$ cat config.mk
export PLATFORM = sky130hd
export DESIGN_NAME = card_page_decoder
export DESIGN_NICKNAME = d
export VERILOG_FILES = /design/src/rtl/card_page_decoder.sv
export SDC_FILE = /design/constraint.sdc
export NUM_CORES = 1
export LEC_CHECK = 0
export BUFFER_PORTS_ARGS = -buffer_cell sky130_fd_sc_hd__clkbuf_2
export CAP_MARGIN = 10
export CORE_ASPECT_RATIO = 1.1
export CORE_MARGIN = 3
export CORE_UTILIZATION = 30
export DETAILED_ROUTE_END_ITERATION = 8
export PLACE_DENSITY_LB_ADDON = 0.3
export SYNTH_ARGS = -nofsm -noshare
export SYNTH_HDL_FRONTEND = slang
export SYNTH_SLANG_ARGS = --single-unit
$ cat constraint.sdc
create_clock -name clk -period 1.65 [get_ports clk]
set_clock_uncertainty 0.15 [all_clocks]
set_input_delay 0.165 -clock clk [delete_from_list [all_inputs] [get_ports clk]]
set_output_delay 0.165 -clock clk [all_outputs]
set_load 0.1 [all_outputs]
$ cat src/rtl/card_page_decoder.sv
module card_page_decoder #(
  parameter int         PAGE_BITS = 1,
  parameter logic [7:0] PORT_ADDR = 8'hF0,
  parameter logic [7:0] CARD_ID   = 8'h03
) (
  input  logic                      clk,
  input  logic                      rst_n,
  input  logic [7:0]                addr_lo,
  input  logic                      a15,
  input  logic [7:0]                din,
  input  logic                      iorq_n,
  input  logic                      mreq_n,
  input  logic                      m1_n,
  input  logic                      rd_n,
  input  logic                      wr_n,
  output logic [7:0]                dout,
  output logic                      dout_oe,
  output logic [(1<<PAGE_BITS)-1:0] page_cs,
  output logic                      int_off_drive
);
  localparam int ID_W  = 8 - PAGE_BITS;
  localparam int PAGES = 1 << PAGE_BITS;

  logic                 port_hit, port_wr, port_rd;
  logic                 wr_q, sel_q, id_match, win;
  logic [7:0]           data_q;
  logic [PAGE_BITS-1:0] page_q;

  assign port_hit = !iorq_n && m1_n && (addr_lo == PORT_ADDR);
  assign port_wr  = port_hit && !wr_n;
  assign port_rd  = port_hit && !rd_n;
  assign id_match = data_q[7:PAGE_BITS] == CARD_ID[ID_W-1:0];

  always_ff @(posedge clk or negedge rst_n) begin
    if (!rst_n) begin
      wr_q   <= 1'b0;
      data_q <= '0;
      sel_q  <= 1'b0;
      page_q <= '0;
    end else begin
      wr_q <= port_wr;
      if (port_wr) data_q <= din;
      if (wr_q && !port_wr) begin
        sel_q <= id_match;
        if (id_match) page_q <= data_q[PAGE_BITS-1:0];
      end
    end
  end

  assign win           = sel_q && !mreq_n && a15;
  assign int_off_drive = win;
  assign dout          = {CARD_ID[ID_W-1:0], page_q};
  assign dout_oe       = sel_q && port_rd;

  for (genvar g = 0; g < PAGES; g++) begin : g_cs
    assign page_cs[g] = win && (page_q == PAGE_BITS'(g));
  end

  p_idle_after_reset_r1: assert property (@(posedge clk)
    $rose(rst_n) |-> !int_off_drive && !dout_oe);

  p_sel_moves_after_write_r2: assert property (@(posedge clk) disable iff (!rst_n)
    !$stable(sel_q) |-> $past(wr_q));

  p_page_moves_after_write_r4: assert property (@(posedge clk) disable iff (!rst_n)
    !$stable(page_q) |-> $past(wr_q));

  p_readback_needs_read_r6: assert property (@(posedge clk) disable iff (!rst_n)
    dout_oe |-> (!rd_n && m1_n && !iorq_n));

  p_cs_onehot_r7: assert property (@(posedge clk) disable iff (!rst_n)
    $onehot0(page_cs));

  p_cs_tracks_disable_r7: assert property (@(posedge clk) disable iff (!rst_n)
    (|page_cs) == int_off_drive);

  p_window_only_high_r7: assert property (@(posedge clk) disable iff (!rst_n)
    int_off_drive |-> (a15 && !mreq_n));
endmodule

==> impl_metrics.sql <==
INSERT INTO impl_metrics (metric_group, metric, value, unit) VALUES
('pwr', 'share_clk_of_total_power', '0.300', ''),
('synth', 'synth_seq_cells', '11', ''),
('drt', 'antenna_left', '0', ''),
('worst_hold_path', 'holdCritStartpoint', 'wr_n', ''),
('finish', 'area_growth_syn_to_layout', '58.4', '%'),
('drt', 'detail_route.vias_per_cell', '4.07', ''),
('drt', 'routed-via-count', '468', ''),
('timing', 'finalWorstSetupSlack', '0.0299', 'ns'),
('synth', 'post_synth_most_frequent_cells', '11 x sky130_fd_sc_hd__dfrtp_1, 8 x sky130_fd_sc_hd__buf_4, 8 x sky130_fd_sc_hd__mux2_2, 3 x sky130_fd_sc_hd__nor2_1', ''),
('place', 'gp_routability_congestion', '0.649', ''),
('synth', 'synth-main-ff-cell', 'sky130_fd_sc_hd__dfrtp_1', ''),
('status', 'outcome', 'completed', ''),
('drt', 'route.detailed.wl_per_inst', '10.2', 'um'),
('setup_path', 'cp_data_required_time', '1.65', 'ns'),
('synth', 'yosys.cell_types.count', '20', ''),
('synth', 'mappedNetlistArea', '598', 'um^2'),
('clock_network', 'cts_root_buf', 'sky130_fd_sc_hd__clkbuf_4', ''),
('clock_network', 'clkSinkCount', '11', ''),
('clock_network', 'total_clock_buffers_created_by_cts', '3', ''),
('timing', 'worst_pin_slew', '0.538', 'ns'),
('timing', 'hold_violations', '0', ''),
('global_routing', 'met1_usage', '0.115', ''),
('global_routing', 'first_global_vias', '471', ''),
('timing', 'timing.final.setup_violations', '0', ''),
('drt', 'first_iter_violations', '2', ''),
('timing', 'maxClockFrequency', '617', 'MHz'),
('global_routing', 'gr-usage-met3', '0.0256', ''),
('timing', 'worst_slew_margin_rel', '0.643', ''),
('die', 'fp.coreArea', '1840', 'um^2'),
('die', 'chipHeight', '52.8', 'um'),
('die', 'design.portCount', '36', ''),
('pwr', 'power_switching_share', '0.297', ''),
('drt', 'drc', '0', ''),
('global_routing', 'busiest_layer', 'met2', ''),
('setup_path', 'crit_path_end_kind', 'register', ''),
('drt', 'detail_route.first_pass.iterations', '2', ''),
('pwr', 'p_leak', '0.483', 'nW'),
('clock_network', 'cts.reportedPaths.clkPinSlew', '0.07', 'ns'),
('setup_path', 'setup.worst_path.start_class', 'register', ''),
('pwr', 'seqPwrFrac', '0.476', ''),
('finish', 'antenna_cells', '0', ''),
('setup_path', 'rr_startpoint', 'data_q[6]', ''),
('synth', 'synth_most_common_cell', 'sky130_fd_sc_hd__dfrtp_1', ''),
('finish', 'finalNonFillerCells', '115', ''),
('die', 'die_area', '2570', 'um^2'),
('die', 'die_w', '48.6', 'um'),
('synth', 'synth_top_area_share', '0.460', ''),
('global_routing', 'grt_max_degree', '12', ''),
('setup_path', 'worstPathMaxFanout', '2', ''),
('global_routing', 'grt_pass1_wl', '1.99', 'mm'),
('drt', 'routed_wl', '1.17', 'mm'),
('synth', 'netlist_instances', '48', ''),
('place', 'placed_cells', '101', ''),
('timing', 'tns', '0', 'ns'),
('place', 'preCtsSetupSlack', '0.0277', 'ns'),
('run', 'max-cap-violations', '0', ''),
('pwr', 'p_sw', '0.000171', 'W'),
('synth', 'synth_async_sr_flop_share', '1.00', ''),
('synth', 'yosysTopAreaCell', 'sky130_fd_sc_hd__dfrtp_1', ''),
('finish', 'layout-drive-gt1-share', '0.568', ''),
('synth', 'synth.yosys.seq_area_share', '0.460', ''),
('timing', 'setup_repair_after_global_routing_missed_its_margin', 'yes', ''),
('clock_network', 'htree_num_levels', '1', ''),
('clock_network', 'clockBufferDepth', '2', ''),
('timing', 'min_period', '1.62', 'ns'),
('clock_network', 'tritoncts_clock_tree', 'built', ''),
('setup_path', 'cp_data_arrival_time', '1.62', 'ns'),
('pwr', 'power_density', '608', 'nW/um^2'),
('place', 'buffer_ports.inserted', '28', ''),
('global_routing', 'antenna_found_initial', '0', ''),
('finish', 'layout.nets', '113', '');
timing repair:
action	in CTS	in global routing
resized for setup	0	2
hold endpoints to repair	19	0
hold buffers	9	0
setup endpoints to repair	0	2
buffers inserted	0	1
final cells by class:
cell class	instances	area (um^2)
well taps	27	33.8
clock buffers	4	26.3
flip-flops and latches	11	275
multi-input cells	33	299
repair buffers	40	313
fillers	169	895
power by group through the flow:
stage | clock [W] | combinational (W) | sequential [W]
CTS | 0.000184 | 0.000129 | 0.000274
floorplan | 0 | 0.0000897 | 0.000279
detailed placement | 0 | 0.000112 | 0.000279
global route | 0.000193 | 0.000137 | 0.000274
global placement | 0 | 0.000111 | 0.000279
finish | 0.000173 | 0.000129 | 0.000274
critical path, stage by stage, from the launching register on:
cell	delay [ns]
sky130_fd_sc_hd__dfrtp_1	0.38
sky130_fd_sc_hd__nor4b_2	0.27
sky130_fd_sc_hd__nand3_1	0.15
sky130_fd_sc_hd__nor3b_4	0.25
sky130_fd_sc_hd__mux2_4	0.31
cell usage in the layout (no fill, tap or decap):
master	synthesis	routed
sky130_fd_sc_hd__mux2_2	8	8
sky130_fd_sc_hd__clkbuf_4	0	3
sky130_fd_sc_hd__mux2_4	1	1
sky130_fd_sc_hd__and4b_1	1	1
sky130_fd_sc_hd__and2_2	0	1
sky130_fd_sc_hd__nand2b_1	1	1
sky130_fd_sc_hd__nor3b_4	1	1
sky130_fd_sc_hd__dlygate4sd3_1	0	9
sky130_fd_sc_hd__buf_4	8	3
sky130_fd_sc_hd__and3b_1	1	1
sky130_fd_sc_hd__conb_1	2	7
sky130_fd_sc_hd__clkbuf_2	0	24
sky130_fd_sc_hd__buf_12	0	4
sky130_fd_sc_hd__dfrtp_1	11	11
sky130_fd_sc_hd__nor2_4	0	1
sky130_fd_sc_hd__a21o_1	1	1
sky130_fd_sc_hd__nand4_1	1	1
sky130_fd_sc_hd__nor4b_2	0	1
sky130_fd_sc_hd__nor2_1	3	2
sky130_fd_sc_hd__nand3_1	1	1
sky130_fd_sc_hd__nand2_2	0	1
sky130_fd_sc_hd__nor3_4	0	1
sky130_fd_sc_hd__nor4b_4	1	1
sky130_fd_sc_hd__and4bb_1	1	1
sky130_fd_sc_hd__nor3_1	2	1
sky130_fd_sc_hd__clkbuf_1	0	1
cell families (layout without fill, tap and decap cells):
kind of cell           count (synthesis)  after routing  synth area share
other                                  2              7            0.0126
AO/OA/AOI/OAI                          1              1            0.0126
multiplexers                           9              9             0.176
AND/OR/NAND/NOR                       16             16             0.220
flip-flops                            11             11             0.460
buffers and inverters                  9             44             0.119
worst paths after layout:
| kind | end | slack [ns] | cells after the start |
|---|---|---|---|
| max | page_q | 0.03 | 4 |
| min | wr_q | 0.03 | 2 |
| max reg2reg | page_q | 0.03 | 4 |
| min reg2reg | data_q[1] | 0.35 | 1 |
| max in group asynchronous | data_q[6] | 0.98 | 2 |
| min in group asynchronous | data_q[5] | 0.16 | 2 |
sequential cells by signal, indices dropped and copies added, names as in the netlist:
register,flops
data_q,8
page_q,1
sel_q,1
wr_q,1
through the flow:
stage / total power, W / util / area [um^2] / hold slack (ns)
finish: 0.000576 / 0.514 / 947 / 0.0327
global route: 0.000604 / 0.514 / 947 / 0.0383
CTS: 0.000587 / 0.505 / 931 / 0.0238
detailed placement: 0.000392 / 0.442 / 815 / -0.0971
global placement: 0.000390 / 0.442 / 815 / -0.102
floorplan: 0.000368 / - / 637 / -0.281
metal layers:
layer	up-vias	share of wire	routed length, um
met2	21	0.52	604
met1	209	0.38	443
met5	-	0	0
met4	0	0.019	22
met3	2	0.085	100
li1	236	-	-
No activity file was read; power rests on OpenSTA's default activity.
